==> src/rtl/mc_pkg.sv <==
package mc_pkg;

    localparam int XLEN   = 32;
    localparam int NREG   = 32;
    localparam int RIDX   = $clog2(NREG);
    localparam int OPW    = 5;
    localparam int SUBW   = 12;

    localparam logic [OPW-1:0]  OP_ESCAPE = 5'd31;
    localparam logic [OPW-1:0]  OP_TRAP   = 5'd19;
    localparam logic [SUBW-1:0] SUB_ADD   = 12'd10;

    typedef enum logic [1:0] {
        ST_FETCH  = 2'd0,
        ST_DECODE = 2'd1,
        ST_EXEC   = 2'd2,
        ST_HALT   = 2'd3
    } state_t;

    // field layout, most significant first
    typedef struct packed {
        logic [OPW-1:0]  opcode;
        logic [RIDX-1:0] rd;
        logic [RIDX-1:0] rs1;
        logic [RIDX-1:0] rs2;
        logic [SUBW-1:0] sub;
    } instr_t;

    typedef enum logic [1:0] {
        K_NOP  = 2'd0,
        K_ADD  = 2'd1,
        K_TRAP = 2'd2
    } kind_t;

    function automatic kind_t classify(instr_t i);
        kind_t k;
        k = K_NOP;
        if (i.opcode == OP_TRAP)
            k = K_TRAP;
        else if (i.opcode == OP_ESCAPE && i.sub == SUB_ADD)
            k = K_ADD;
        return k;
    endfunction

endpackage

==> src/rtl/mc_ctrl.sv <==
module mc_ctrl
    import mc_pkg::*;
#(
    parameter int AW = 16
) (
    input  logic                clk,
    input  logic                rst,
    input  logic [XLEN-1:0]     mem_rdata,
    input  logic                trap_now,
    output state_t              state,
    output logic [AW-1:0]       pc,
    output instr_t              ir
);

    always_ff @(posedge clk) begin
        if (rst) begin
            state <= ST_FETCH;
            pc    <= '0;
            ir    <= '0;
        end else begin
            case (state)
                ST_FETCH: begin
                    pc    <= pc + AW'(1);
                    state <= ST_DECODE;
                end
                ST_DECODE: begin
                    ir    <= instr_t'(mem_rdata);
                    state <= ST_EXEC;
                end
                ST_EXEC: begin
                    state <= trap_now ? ST_HALT : ST_FETCH;
                end
                ST_HALT: begin
                    state <= ST_HALT;
                end
                default: state <= ST_FETCH;
            endcase
        end
    end

endmodule

==> src/rtl/mc_exec.sv <==
module mc_exec
    import mc_pkg::*;
(
    input  state_t              state,
    input  instr_t              ir,
    input  logic [XLEN-1:0]     src_a_val,
    input  logic [XLEN-1:0]     src_b_val,
    output logic [RIDX-1:0]     src_a_sel,
    output logic [RIDX-1:0]     src_b_sel,
    output logic                wr_en,
    output logic [RIDX-1:0]     wr_sel,
    output logic [XLEN-1:0]     wr_val,
    output logic                trap_now
);

    kind_t kind;

    always_comb begin
        kind      = classify(ir);
        src_a_sel = ir.rs1;
        src_b_sel = ir.rs2;
        wr_sel    = ir.rd;
        wr_val    = src_a_val + src_b_val;
        wr_en     = (state == ST_EXEC) && (kind == K_ADD);
        trap_now  = (kind == K_TRAP);
    end

endmodule

==> src/rtl/mc_regfile.sv <==
module mc_regfile
    import mc_pkg::*;
(
    input  logic                clk,
    input  logic                core_we,
    input  logic [RIDX-1:0]     core_sel,
    input  logic [XLEN-1:0]     core_val,
    input  logic                dbg_allow,
    input  logic                dbg_we,
    input  logic [RIDX-1:0]     dbg_sel,
    input  logic [XLEN-1:0]     dbg_val,
    input  logic [RIDX-1:0]     rsel_a,
    input  logic [RIDX-1:0]     rsel_b,
    output logic [XLEN-1:0]     rval_a,
    output logic [XLEN-1:0]     rval_b,
    output logic [XLEN-1:0]     dbg_rval
);

    logic [XLEN-1:0] regs [NREG];

    always_ff @(posedge clk) begin
        if (core_we)
            regs[core_sel] <= core_val;
        else if (dbg_allow && dbg_we)
            regs[dbg_sel] <= dbg_val;
    end

    assign rval_a   = regs[rsel_a];
    assign rval_b   = regs[rsel_b];
    assign dbg_rval = regs[dbg_sel];

endmodule

==> src/rtl/interp_core.sv <==
module interp_core
    import mc_pkg::*;
#(
    parameter int AW = 16
) (
    input  logic                clk,
    input  logic                rst,
    output logic [AW-1:0]       mem_addr,
    input  logic [XLEN-1:0]     mem_rdata,
    output logic                halted,
    output logic [AW-1:0]       pc,
    input  logic [RIDX-1:0]     dbg_addr,
    output logic [XLEN-1:0]     dbg_rdata,
    input  logic                dbg_we,
    input  logic [XLEN-1:0]     dbg_wdata
);

    state_t          st;
    logic [AW-1:0]   pc_q;
    instr_t          ir_q;
    logic            trap_now;
    logic [RIDX-1:0] sel_a, sel_b, wsel;
    logic [XLEN-1:0] val_a, val_b, wval;
    logic            core_we;

    mc_ctrl #(.AW(AW)) u_ctrl (
        .clk       (clk),
        .rst       (rst),
        .mem_rdata (mem_rdata),
        .trap_now  (trap_now),
        .state     (st),
        .pc        (pc_q),
        .ir        (ir_q)
    );

    mc_exec u_exec (
        .state     (st),
        .ir        (ir_q),
        .src_a_val (val_a),
        .src_b_val (val_b),
        .src_a_sel (sel_a),
        .src_b_sel (sel_b),
        .wr_en     (core_we),
        .wr_sel    (wsel),
        .wr_val    (wval),
        .trap_now  (trap_now)
    );

    mc_regfile u_rf (
        .clk       (clk),
        .core_we   (core_we),
        .core_sel  (wsel),
        .core_val  (wval),
        .dbg_allow (rst || halted),
        .dbg_we    (dbg_we),
        .dbg_sel   (dbg_addr),
        .dbg_val   (dbg_wdata),
        .rsel_a    (sel_a),
        .rsel_b    (sel_b),
        .rval_a    (val_a),
        .rval_b    (val_b),
        .dbg_rval  (dbg_rdata)
    );

    assign halted   = (st == ST_HALT);
    assign pc       = pc_q;
    assign mem_addr = pc_q;

endmodule

==> config.mk <==
export PLATFORM = sky130hd
export DESIGN_NAME = interp_core
export DESIGN_NICKNAME = d
export VERILOG_FILES = /design/src/rtl/mc_pkg.sv /design/src/rtl/mc_ctrl.sv /design/src/rtl/mc_exec.sv /design/src/rtl/mc_regfile.sv /design/src/rtl/interp_core.sv
export SDC_FILE = /design/constraint.sdc
export NUM_CORES = 2
export LEC_CHECK = 0
export BUFFER_PORTS_ARGS = -buffer_cell sky130_fd_sc_hd__buf_2
export CORE_MARGIN = 1.5
export CORE_UTILIZATION = 45
export DETAILED_ROUTE_END_ITERATION = 10
export PLACE_DENSITY = 0.7
export SETUP_SLACK_MARGIN = 0.4
export SYNTH_ARGS = -nofsm -noshare
export SYNTH_HDL_FRONTEND = slang
export SYNTH_HIERARCHICAL = 1
export SYNTH_SLANG_ARGS = --single-unit
==> constraint.sdc <==
create_clock -name clk -period 4.5 [get_ports clk]
set_clock_uncertainty 0.15 [all_clocks]
set_input_delay 0.45 -clock clk [delete_from_list [all_inputs] [get_ports clk]]
set_output_delay 0.45 -clock clk [all_outputs]
set_load 0.05 [all_outputs]
==> impl_metrics.toml <==
[final_layout]
finalNetCount = 5606
drive_gt1_frac = 0.178
syn_to_final_growth_pct = 19.1
fin_util = 0.539
stdcell_count = 7391

[logic_synthesis]
yosysWarningCount = 6
synthArstFlopShare = 0
netlist_top_cells_area = "edfxtp_1, mux2i_1, a22oi_1, nand2_1, nand3_1"
syn_avg_cell_area_um2 = 12.1
syn_inst = 5117
syn_nets = 5222
synth_top_area_frac = 0.495
yosys.cell_count.top_type = "mux2i_1"
synth_flop_cell = "edfxtp_1"
syn_area_mm2 = 0.0621
yosys-top-cells-count = "mux2i_1, edfxtp_1, a22oi_1"
yosysTopAreaCell = "edfxtp_1"
synth_edf_count = 1024
ys_types = 72
seq_area_frac_synth = 0.512
synth_seq_cells = 1074

[grt]
grt_antenna_before_repair = 7
grt_usage = 0.324
grt_pass1_vias = 48900
grt_overflow_total = 0
grt_pass1_wl_mm = 334
grt_max_degree = 70

[worst_setup_path]
required_ns = 4.96
cpMostUsedCell = "buf_12"
start_kind = "flop"
worstPathMaxFanout = 14
cp_slowest_cell = "or4_4"
crit_type = "reg -> reg"
crit_path_end_kind = "flop"
critPathMaxStageDelay_ns = 0.57
path_cells = "buf_12, buf_16, buf_12, mux2i_4, a22o_1, nor3_1, a31oi_1, nand3_1, ha_4, nand4_1, or4_4, o211ai_1, o21ai_2, buf_4, nor2b_2, a21boi_2, xor2_1, nand2_1, nand2_4, clkbuf_16"
cp.arrival_ns = 5.07

[clock_network]
cts_htree_levels = 3
clock_path_buffers = 3
clkLatencyLatePin_ns = 0.76
cts_made_buffers = 113
root_buffer = "clkbuf_16"
cts_tree = "yes"
cts.sinks = 1074
clk_pin_slew_ns = 0.06

[sta]
max_slew_margin = 0.130
setup_violations = 128
finalHoldViolations = 0
worst_pin_slew_ns = 1.30
fin_crit_sh = 1.03
fmax_mhz = 217
min_period_ns = 4.62
hold_slack_ns = 0.0631
rsz0062_at_grt = "yes"
setup_ws_ns = -0.115
slew_violations = 0

[route]
dr.pass1.iters = 8
vias = 50300
via_per_inst = 6.80
wl_per_cell_um = 31.9
drc = 0
finalWirelength_mm = 236
drtIter0Drc = 7042
ant_nets = 0

[place]
place_inst = 7032
hpwlAfterDp_mm = 138
port_buffers = 136
place_congestion = 0.937
place_worst_setup_slack_ns = -0.254

[pwr]
power.share.combinational = 0.279
pwr-share-clk = 0.305
p_leak_nw = 25.8
p_seq_frac = 0.416
p_total_w = 0.0313
net-switching-power_w = 0.00958
p_int_w = 0.0218
vdd_drop_max_mv = 0.414
powerDensity_mw_per_mm2 = 424
sw_frac_of_total = 0.306

[run]
cap_violations = 0

[die]
die_w_um = 374
dieArea_mm2 = 0.140
initial_core_util = 0.452
rows = 136
die_y_um = 374
ios = 137
core_mm2 = 0.137

[min_path]
hp-class = "in -> reg"

[outcome]
outcome = "finished, violations left"
violations = "negative setup slack"
## critical path, delay by kind of cell (launching register included)
kind | cells | cell delay, ns
AND/OR/NAND/NOR | 7 | 1.37
AO/OA/AOI/OAI | 5 | 0.90
buffers and inverters | 5 | 0.82
flip-flops | 1 | 0.45
adder cells (fa/ha/maj) | 1 | 0.35
multiplexers | 1 | 0.26
XOR/XNOR | 1 | 0.18
## cell usage in the layout (no fill, tap or decap), types with 24 or more instances in the layout
master and count:
mux2i_1 1524, edfxtp_1 1024, a22oi_1 418, nand2_1 405, buf_4 351, nand3_1 293, a21oi_1 286, buf_2 135
buf_12 135, a22o_1 128, clkbuf_16 119, a31oi_1 104, nor3_1 70, dfxtp_1 45, and3_1 40, nor2_4 37
dlygate4sd3_1 32, buf_16 29, nor2_1 28, clkinv_1 24
## final timing paths
| check | cells after the start | slack, ns | end | from |
|---|---|---|---|---|
| setup / recovery | 20 | -0.12 | u_rf/regs[5][24] | u_ctrl/ir[18] |
| hold / removal | 4 | 0.06 | u_rf/regs[7][27] | dbg_wdata[27] |
| setup reg to reg | 20 | -0.12 | u_rf/regs[5][24] | u_ctrl/ir[18] |
| hold reg to reg | 2 | 0.31 | u_ctrl/ir[4] | u_ctrl/ir[4] |
## flip-flops by register name, indices dropped and copies added (netlist names)
signal / flops
u_ctrl/state: 2
u_ctrl/pc: 16
u_ctrl/ir: 32
u_rf/regs: 1024
## per-layer routing
layer | part of all wire | up-vias | wire, um | GRT usage
met5 | 0.00025 | - | 58 | 0
met3 | 0.12 | 1101 | 27900 | 0.0726
met4 | 0.087 | 8 | 20500 | 0.243
met2 | 0.43 | 3909 | 102000 | 0.494
li1 | - | 20700 | - | -
met1 | 0.36 | 24500 | 85100 | 0.403
## logic make-up after synthesis
family / synth area share
AO/OA/AOI/OAI: 0.111
XOR/XNOR: 0.00565
adder cells (fa/ha/maj): 0.00677
buffers and inverters: 0.0458
flip-flops: 0.512
multiplexers: 0.248
AND/OR/NAND/NOR: 0.0709
## layout make-up
cell class	instances	area (um2)
fillers	11300	63300
flip-flops and latches	1074	31800
multi-input cells	3588	28400
repair buffers	710	7720
clock buffers	139	3070
well taps	1794	2240
clock inverters	70	677
inverters	14	52.6
diodes	2	5.00
## what timing repair did
item | in CTS | in global routing
resized for setup | 119 | 37
endpoints found under the setup margin | 696 | 931
pin swaps | 34 | 27
cloned | 23 | 3
setup buffers | 61 | 29
hold buffers | 32 | 0
endpoints found under the hold margin | 32 | 0
## power by group through the flow
stage               clock network [W]  logic, W  registers, W
finish                        0.00955   0.00873        0.0130
global route                  0.00998   0.00911        0.0131
CTS                           0.00959   0.00823        0.0130
detailed placement                  0   0.00760        0.0132
global placement                    0   0.00752        0.0132
floorplan                           0   0.00423        0.0133
## through the flow
| step | area (um2) | TNS [ns] |
|---|---|---|
| after global routing | 73900 | -22.11 |
| after CTS | 73400 | 0 |
| after detailed placement | 67500 | -20.38 |
| after global placement | 67500 | -18.29 |
| after floorplan | 62100 | 0 |
| final | 73900 | -6.97 |
Note: power is estimated with default switching activity, not from simulation.
